**config.mk**
```make
export PLATFORM = sky130hd
export DESIGN_NAME = atan2_fe
export DESIGN_NICKNAME = d
export VERILOG_FILES = /design/src/rtl/atan2_fe_pkg.sv /design/src/rtl/atan2_fe_classify.sv /design/src/rtl/atan2_fe_special.sv /design/src/rtl/atan2_fe_reduce.sv /design/src/rtl/atan2_fe.sv
export SDC_FILE = /design/constraint.sdc
export NUM_CORES = 1
export LEC_CHECK = 0
export ABC_AREA = 1
export CORE_MARGIN = 2
export CORE_UTILIZATION = 47
export DETAILED_ROUTE_END_ITERATION = 6
export HOLD_SLACK_MARGIN = 0.15
export PLACE_DENSITY = 0.81
export SYNTH_ARGS = -nofsm -noshare
export SYNTH_HDL_FRONTEND = slang
export SYNTH_SLANG_ARGS = --single-unit
export TNS_END_PERCENT = 10
```
**constraint.sdc**
```tcl
create_clock -name clk -period 3.9 [get_ports clk]
set_input_delay 1.17 -clock clk [delete_from_list [all_inputs] [get_ports clk]]
set_output_delay 1.17 -clock clk [all_outputs]
set_load 0.02 [all_outputs]
```
**src/rtl/atan2_fe_pkg.sv**
```systemverilog
package atan2_fe_pkg;
    localparam int EXP_W  = 8;
    localparam int MAN_W  = 23;
    localparam int WORD_W = 1 + EXP_W + MAN_W;
    localparam int MAG_W  = WORD_W - 1;

    // round-to-nearest binary32 encodings of the angle constants
    localparam logic [WORD_W-1:0] K_PI      = 32'h40490FDB;
    localparam logic [WORD_W-1:0] K_HALF_PI = 32'h3FC90FDB;
    localparam logic [WORD_W-1:0] K_QTR_PI  = 32'h3F490FDB;
    localparam logic [WORD_W-1:0] K_3QTR_PI = 32'h4016CBE4;

    typedef enum logic [1:0] {
        OPC_ZERO,
        OPC_FIN,
        OPC_INF,
        OPC_NAN
    } opclass_e;

    typedef struct packed {
        logic              sign;
        opclass_e          cls;
        logic [WORD_W-1:0] raw;
    } opinfo_t;

    typedef struct packed {
        logic              is_final;
        logic [WORD_W-1:0] result;
        logic              swap;
        logic              sub;
        logic              neg;
        logic [WORD_W-1:0] offset;
        logic [MAG_W-1:0]  num;
        logic [MAG_W-1:0]  den;
    } fe_out_t;
endpackage

```
**src/rtl/atan2_fe_classify.sv**
```systemverilog
module atan2_fe_classify
    import atan2_fe_pkg::*;
(
    input  logic [WORD_W-1:0] op_i,
    output opinfo_t           info_o
);
    logic [EXP_W-1:0] exp_f;
    logic [MAN_W-1:0] man_f;

    assign exp_f = op_i[WORD_W-2:MAN_W];
    assign man_f = op_i[MAN_W-1:0];

    always_comb begin
        info_o.sign = op_i[WORD_W-1];
        info_o.raw  = op_i;
        if (exp_f == '1) begin
            info_o.cls = (man_f == '0) ? OPC_INF : OPC_NAN;
        end else if (exp_f == '0 && man_f == '0) begin
            info_o.cls = OPC_ZERO;
        end else begin
            // subnormals stay on the finite path
            info_o.cls = OPC_FIN;
        end
    end
endmodule

```
**src/rtl/atan2_fe_special.sv**
```systemverilog
module atan2_fe_special
    import atan2_fe_pkg::*;
(
    input  opinfo_t           y_i,
    input  opinfo_t           x_i,
    output logic              hit_o,
    output logic [WORD_W-1:0] res_o
);
    localparam logic [WORD_W-1:0] QUIET_BIT = WORD_W'(1) << (MAN_W - 1);

    logic [MAG_W-1:0] mag_sel;

    always_comb begin
        hit_o   = 1'b1;
        mag_sel = '0;
        res_o   = '0;
        if (x_i.cls == OPC_NAN) begin
            res_o = x_i.raw | QUIET_BIT;
        end else if (y_i.cls == OPC_NAN) begin
            res_o = y_i.raw | QUIET_BIT;
        end else if (x_i.cls == OPC_INF) begin
            if (x_i.sign) begin
                mag_sel = (y_i.cls == OPC_INF) ? K_3QTR_PI[MAG_W-1:0] : K_PI[MAG_W-1:0];
            end else begin
                mag_sel = (y_i.cls == OPC_INF) ? K_QTR_PI[MAG_W-1:0] : '0;
            end
            res_o = {y_i.sign, mag_sel};
        end else if (y_i.cls == OPC_INF) begin
            res_o = {y_i.sign, K_HALF_PI[MAG_W-1:0]};
        end else if (x_i.cls == OPC_ZERO && y_i.cls != OPC_ZERO) begin
            res_o = {y_i.sign, K_HALF_PI[MAG_W-1:0]};
        end else if (y_i.cls == OPC_ZERO) begin
            mag_sel = x_i.sign ? K_PI[MAG_W-1:0] : '0;
            res_o   = {y_i.sign, mag_sel};
        end else begin
            hit_o = 1'b0;
        end
    end
endmodule

```
**src/rtl/atan2_fe_reduce.sv**
```systemverilog
module atan2_fe_reduce
    import atan2_fe_pkg::*;
(
    input  logic [MAG_W-1:0]  y_mag_i,
    input  logic [MAG_W-1:0]  x_mag_i,
    input  logic              y_neg_i,
    input  logic              x_neg_i,
    output logic              swap_o,
    output logic              sub_o,
    output logic              neg_o,
    output logic [WORD_W-1:0] off_o,
    output logic [MAG_W-1:0]  num_o,
    output logic [MAG_W-1:0]  den_o
);
    always_comb begin
        // magnitude order of binary32 equals integer order of its low 31 bits
        swap_o = (y_mag_i > x_mag_i);
        neg_o  = y_neg_i;
        if (swap_o) begin
            num_o = x_mag_i;
            den_o = y_mag_i;
            off_o = K_HALF_PI;
            sub_o = ~x_neg_i;
        end else begin
            num_o = y_mag_i;
            den_o = x_mag_i;
            off_o = x_neg_i ? K_PI : '0;
            sub_o = x_neg_i;
        end
    end
endmodule

```
**src/rtl/atan2_fe.sv**
```systemverilog
module atan2_fe
    import atan2_fe_pkg::*;
(
    input  logic              clk,
    input  logic              rst_n,
    input  logic              in_valid,
    output logic              in_ready,
    input  logic [WORD_W-1:0] in_y,
    input  logic [WORD_W-1:0] in_x,
    input  logic              out_ready,
    output logic              out_valid,
    output logic              out_final,
    output logic [WORD_W-1:0] out_result,
    output logic              out_swap,
    output logic              out_sub,
    output logic              out_neg,
    output logic [WORD_W-1:0] out_offset,
    output logic [MAG_W-1:0]  out_num,
    output logic [MAG_W-1:0]  out_den
);
    localparam int N_OPS = 2;  // index 0: y, index 1: x

    typedef struct packed {
        logic    vld;
        fe_out_t pay;
    } stage_t;

    logic [WORD_W-1:0] opnd [N_OPS];
    opinfo_t           info [N_OPS];

    assign opnd[0] = in_y;
    assign opnd[1] = in_x;

    for (genvar g = 0; g < N_OPS; g++) begin : g_cls
        atan2_fe_classify u_cls (
            .op_i   (opnd[g]),
            .info_o (info[g])
        );
    end

    logic              sp_hit;
    logic [WORD_W-1:0] sp_res;

    atan2_fe_special u_special (
        .y_i   (info[0]),
        .x_i   (info[1]),
        .hit_o (sp_hit),
        .res_o (sp_res)
    );

    logic              rd_swap, rd_sub, rd_neg;
    logic [WORD_W-1:0] rd_off;
    logic [MAG_W-1:0]  rd_num, rd_den;

    atan2_fe_reduce u_reduce (
        .y_mag_i (in_y[MAG_W-1:0]),
        .x_mag_i (in_x[MAG_W-1:0]),
        .y_neg_i (in_y[WORD_W-1]),
        .x_neg_i (in_x[WORD_W-1]),
        .swap_o  (rd_swap),
        .sub_o   (rd_sub),
        .neg_o   (rd_neg),
        .off_o   (rd_off),
        .num_o   (rd_num),
        .den_o   (rd_den)
    );

    stage_t st_d, st_q;
    logic   take;

    assign in_ready = ~st_q.vld | out_ready;
    assign take     = in_valid & in_ready;

    always_comb begin
        st_d = st_q;
        if (take) begin
            st_d.vld = 1'b1;
            st_d.pay = '0;
            if (sp_hit) begin
                st_d.pay.is_final = 1'b1;
                st_d.pay.result   = sp_res;
            end else begin
                st_d.pay.swap   = rd_swap;
                st_d.pay.sub    = rd_sub;
                st_d.pay.neg    = rd_neg;
                st_d.pay.offset = rd_off;
                st_d.pay.num    = rd_num;
                st_d.pay.den    = rd_den;
            end
        end else if (out_ready) begin
            st_d.vld = 1'b0;
        end
    end

    always_ff @(posedge clk) begin
        if (!rst_n) begin
            st_q <= '0;
        end else begin
            st_q <= st_d;
        end
    end

    assign out_valid  = st_q.vld;
    assign out_final  = st_q.pay.is_final;
    assign out_result = st_q.pay.result;
    assign out_swap   = st_q.pay.swap;
    assign out_sub    = st_q.pay.sub;
    assign out_neg    = st_q.pay.neg;
    assign out_offset = st_q.pay.offset;
    assign out_num    = st_q.pay.num;
    assign out_den    = st_q.pay.den;

    p_hold_r10: assert property (@(posedge clk) disable iff (!rst_n)
        out_valid && !out_ready |=> out_valid && $stable(out_final) && $stable(out_result)
            && $stable(out_offset) && $stable(out_num) && $stable(out_den));

    p_accept_r10: assert property (@(posedge clk) disable iff (!rst_n)
        in_valid && in_ready |=> out_valid);

    p_bounded_r9: assert property (@(posedge clk) disable iff (!rst_n)
        out_valid && !out_final |-> out_num <= out_den);

    p_swap_offset_r8: assert property (@(posedge clk) disable iff (!rst_n)
        out_valid && !out_final && out_swap |-> out_offset == K_HALF_PI);

    p_direct_offset_r7: assert property (@(posedge clk) disable iff (!rst_n)
        out_valid && !out_final && !out_swap |->
            (out_offset == '0 && !out_sub) || (out_offset == K_PI && out_sub));

    p_nan_quiet_r1: assert property (@(posedge clk) disable iff (!rst_n)
        out_valid && out_final && out_result[WORD_W-2:MAN_W] == '1
            && out_result[MAN_W-1:0] != '0 |-> out_result[MAN_W-1]);
endmodule

```
==> results of run 1 <==
==> synthesized netlist by cell type (5+ instances only) <==
library cell / count / area share [%]
a21oi_1: 119 / 9.6
buf_2: 17 / 1.4
buf_4: 37 / 4.5
buf_6: 6 / 1.1
clkbuf_1: 21 / 1.3
dfxtp_1: 101 / 32
ha_1: 36 / 7.2
inv_1: 77 / 4.6
nand2_1: 262 / 16
nand3_1: 134 / 11
nand4_1: 10 / 1.0
nor2_1: 48 / 2.9
nor2_2: 5 / 0.50
o211ai_1: 12 / 1.4
o21ai_0: 27 / 2.2
==> worst max-delay path: cells and delay by family <==
kind | cells | cell delay (ps)
AND/OR/NAND/NOR | 1 | 130
buffers and inverters | 3 | 1110
==> how the worst min path moves through the flow <==
stage / to / depth (start not counted)
2_1_floorplan: out_den[0]$_SDFFE_PN0P_ / 2
3_3_place_gp: out_num[25]$_SDFFE_PN0P_ / 2
3_5_place_dp: out_num[17]$_SDFFE_PN0P_ / 2
4_1_cts: out_num[17]$_SDFFE_PN0P_ / 2
5_1_grt: out_num[15]$_SDFFE_PN0P_ / 2
6_report: out_num[17]$_SDFFE_PN0P_ / 2
==> power groups by stage <==
stage               logic [W]  clock network, W  registers (W)
CTS                  0.000741          0.000953        0.00113
finish               0.000744          0.000932        0.00113
global route         0.000812          0.000998        0.00113
global placement     0.000729                 0        0.00115
floorplan            0.000389                 0        0.00122
detailed placement   0.000738                 0        0.00115
==> state kept, by name, summed over array words and instances (netlist names) <==
signal,flops
out_sub,1
out_neg,1
out_valid,1
out_final,1
out_num,31
out_result,32
out_den,31
out_offset,3
==> cells by family (layout without fill, tap and decap cells) <==
family	after synthesis	after routing
other	1	11
AND/OR/NAND/NOR	473	473
adder cells (fa/ha/maj)	36	36
buffers and inverters	163	302
flip-flops	101	101
AO/OA/AOI/OAI	164	164
==> through the flow <==
| step | instances | cell area [um^2] |
|---|---|---|
| 3_5_place_dp | 1247 | 8020 |
| 6_report | 1263 | 8330 |
| 4_1_cts | 1263 | 8330 |
| 5_1_grt | 1263 | 8330 |
| 3_3_place_gp | 1247 | 8020 |
| 2_1_floorplan | 948 | 6270 |
==> metal layers <==
metal	GRT usage (%)	wire (um)	vias up
met5	0	0	-
met4	11.0	481	0
met3	5.94	1580	37
met2	42.2	8730	286
met1	33.5	8000	3000
li1	-	-	3328
==> area by class of cell <==
class / count / area (um^2) / share of cell area (%)
Clock buffer: 11 / 253 / 3.04
Inverter: 81 / 304 / 3.65
Clock inverter: 5 / 57.6 / 0.691
Multi-Input combinational cell: 684 / 3430 / 41.3
Sequential cell: 101 / 2020 / 24.3
Tap cell: 176 / 220 / 2.65
Timing Repair Buffer: 205 / 2030 / 24.4
==> run metrics, run 1 <==
DIE AREA=14200 um^2; Slew headroom=24.6%; fill count=1223; Overflow after GRT=0; dpl hpwl=13900 um; critical path class=input pin to output port; FP Rows=42; Vias=6651; CP most frequent cell=clkdlybuf4s50_1; clock slew at reported path FFs=60 ps; Detailed Route Iter0 Violations=535; Post-Syn Area=6230 um^2; switching part of the total=30.9%; die span in x=119 um; Routed WL per cell=14.9 um; Slew Viols, Final=0; core area=13100 um^2; CTS tree=yes; Inserted Clock Buffers=9; root buf cell=clkbuf_16; Post-synth ARST share=0%; critical path arrival=2420 ps; maximum number of pins on one net before global-route repair=99; CP Capture Type=output port; post-synthesis xor/xnor area fraction=0%; htree depth=3; Gate Count Post-Synth=938; largest family of logic cells by synthesized area=simple AND/OR/NAND/NOR gates; clk_skew=4.40 ps; combinational power share=26.5%; top_reg_cell synth=dfxtp_1; Final period util=92.0%; I/O pin total=200; mux share of post-synthesis cell area=0%; Worst R2R End=out_den[19]$_SDFFE_PN0P_; worst setup path start=out_ready; syn_area_per_cell=6.64 um^2; start of the worst register-to-register path=out_valid$_SDFFE_PN0P_; area delta synth->final=33.7%; number of flops mapped to enable cells by yosys=0; final setup TNS=0 ps; FMAX=279 MHz; postcts setup bufs=0; RSZ-0062 raised after global routing=no; CTS max path bufs=2; CP max stage cell=clkdlybuf4s50_1; Detailed Route WL=18800 um; Die Span Y=119 um; Clock Power Share=33.2%; sequential share of the synthesized area=32.5%; PortBufs=188; hold_ws=463 ps; number of global-route vias before repair=6002; Tmin final=3590 ps; Seq pwr share=40.2%; Pre-antenna DRT Iters=5; ANT nets after route=0; HP Start=out_num[17]$_SDFFE_PN0P_; final setup margin=313 ps; commonest non-fill, non-tap cell in the layout=nand2_1; cells along the critical path=clkdlybuf4s50_1, inv_1, nand2_1, clkdlybuf4s50_1; Initial Utilization=47.6%; Remaining DRCs=0; Synth Area in Simple Gates=33.1%; global-route wire length before repair=29900 um; CP Max Fanout=3; Critical path destination=in_ready; P_leak=3.58 nW; Pint=0.00194 W; Worst VDD drop=0.185 mV; MaxCap Viol Count=0; total power=0.00280 W; most frequent cells in the layout=261 x nand2_1, 188 x clkdlybuf4s50_1, 134 x nand3_1, 119 x a21oi_1, 101 x dfxtp_1; GPL Wtd Cong=0.976; cts repair resizes=0; Hold Fails Final Rpt=0; Largest stage delay, worst path=620 ps; Syn. warnings=0; Clk Latency, worst-skew pair=350 ps; nets@finish=1186; Antenna diodes=0; Hold WC Path Type=register to register; CTS Hold Bufs=0; Yosys reg bits=101; post-layout util=63.6%; antenna violations before repair=0; Worst setup SP type=input pin; R2R cell count=7; # clock sinks=101; adder-cell share of the synthesized area=7.23%; post-synthesis compound-gate area fraction=14.1%; Reg2Reg Setup Slack=1770 ps; Net Sw Power=0.000866 W; status=finished, final reports clean; Slew @ Worst Pin=1130 ps; Yosys cell types=31; layout cells sized above 1=5.06%; Worst EP required=2730 ps; Pwr per Cell Area=337 nW/um^2; gr usage total=26.1%; vias per cell=5.27; Setup Viol. Count Final=0; pre-CTS setup slack=184 ps
Power figures use the tool's default switching activity.
==> inputs of run 2 (changes only) <==
- CORE_UTILIZATION: 47 -> 48
- CTS_BUF_LIST: not set -> sky130_fd_sc_hd__clkbuf_4 sky130_fd_sc_hd__clkbuf_8
- PLACE_DENSITY: 0.81 -> 0.83
==> run 2 against run 1 <==
First-iteration DRC count decreased by 1.1%; critical path depth unchanged; wire length decreased by 1.2%; sequential power about the same; via count up 0.32%; die area shrank 2.0%; core utilization is 1.4 points higher; global-route usage rose by 0.14 points; clock power decreased by 27%; setup slack better by 3.0 ps; register-to-register slack improved by 220 ps; power fell by 8.9%; critical path type unchanged; largest cell class unchanged; largest power group unchanged.
==> run metrics, run 2 (synthesis results as in run 1) <==
status=finished, final reports clean; WHS Path Cells=2; most frequent cells in the layout=261 x nand2_1, 188 x clkdlybuf4s50_1, 134 x nand3_1, 119 x a21oi_1, 101 x dfxtp_1; maximum number of pins on one net before global-route repair=99; global-route wire length before repair=29900 um; HP Start=out_result[25]$_SDFFE_PN0P_; hold_ws=467 ps; cts repair resizes=0; nets@finish=1186; Die Span Y=118 um; clk_skew=6.51 ps; metal3 WL=1460 um; area delta synth->final=31.8%; Tmin final=3580 ps; CTS max path bufs=2; highest routed layer=met4; CP Max Fanout=3; Worst VDD drop=0.219 mV; Vias=6672; pre-CTS setup slack=162 ps; die span in x=118 um; CP max stage cell=clkdlybuf4s50_1; Hold Fails Final Rpt=0; CP Capture Type=output port; ANT nets after route=0; final setup margin=316 ps; total power=0.00255 W; MaxCap Viol Count=0; final setup TNS=0 ps; FP Rows=41; number of global-route vias before repair=5941; cells along the critical path=clkdlybuf4s50_1, inv_1, nand2_1, clkdlybuf4s50_1; Clk Latency, worst-skew pair=380 ps; CP most frequent cell=clkdlybuf4s50_1; antenna violations before repair=0; Pre-antenna DRT Iters=5; Initial Utilization=49.4%; Inserted Clock Buffers=9; PortBufs=188; critical path class=input pin to output port; htree depth=3; Pwr per Cell Area=311 nW/um^2; Worst setup SP type=input pin; Detailed Route Iter0 Violations=529; Slew headroom=36.2%; Remaining DRCs=0; vias per cell=5.30; wl on met1=8260 um; P_leak=3.53 nW; Multi-input gate area=3430 um^2; layout cells sized above 1=4.97%; Setup Viol. Count Final=0; commonest non-fill, non-tap cell in the layout=nand2_1; Met2 Wirelength=8340 um; CTS tree=yes; Antenna diodes=0; Hold WC Path Type=register to register; RSZ-0062 raised after global routing=no; Largest stage delay, worst path=620 ps; Worst EP required=2730 ps; R2R cell count=8; Slew Viols, Final=0; critical path arrival=2410 ps; dpl hpwl=14000 um; # clock sinks=101; Routed WL per cell=14.8 um; GPL Wtd Cong=0.986; Detailed Route WL=18600 um; clock slew at reported path FFs=100 ps; core area=12600 um^2; fill count=1172; Final period util=91.9%; Slew @ Worst Pin=957 ps; worst setup path start=out_ready; CTS Hold Bufs=0; DIE AREA=13900 um^2; gr usage total=26.3%; start of the worst register-to-register path=out_valid$_SDFFE_PN0P_; postcts setup bufs=0; Reg area=2020 um^2; max reg flops=32; root buf cell=clkbuf_8; FMAX=279 MHz; Overflow after GRT=0; I/O pin total=200
[run 2: path summary, 6_finish.rpt]
check	end	slack [ps]
worst max register to register	out_den[6]$_SDFFE_PN0P_	1990
worst max-delay path	in_ready	320
worst min-delay path	out_result[25]$_SDFFE_PN0P_	470
worst min register to register	out_result[25]$_SDFFE_PN0P_	470
[run 2: layout make-up]
cell class	count	area share, %
multi-input cells	684	41.8
repair buffers	205	24.8
clock buffers	12	1.86
clock inverters	3	0.564
flip-flops and latches	101	24.6
well taps	172	2.62
inverters	81	3.70
[run 2: through the flow]
step | util, % | cells | area (um^2)
after detailed placement | 63.5 | 1243 | 8010
final | 65.1 | 1258 | 8210
after global routing | 65.1 | 1258 | 8210
after global placement | 63.5 | 1243 | 8010
after CTS | 65.1 | 1258 | 8210
after floorplan | - | 948 | 6270
[run 2: report_power, final]
| part | total (W) | switching [W] | leakage, nW | internal [W] |
|---|---|---|---|---|
| logic | 0.000747 | 0.000430 | 2.60 | 0.000316 |
| registers | 0.00113 | 0.0000360 | 0.827 | 0.00109 |
| clock network | 0.000681 | 0.000354 | 0.0995 | 0.000326 |
[run 2: layer usage]
metal | vias to the layer above | global-route usage (%)
met4 | 0 | 10.4
met1 | 2964 | 36.3
met3 | 45 | 3.83
li1 | 3323 | -
met5 | - | 0
met2 | 340 | 41.2
[run 2: worst max-delay path, delay by kind of cell]
kind                   cells  cell delay, ps
buffers and inverters      3            1120
and+or+nand+nor            1             120
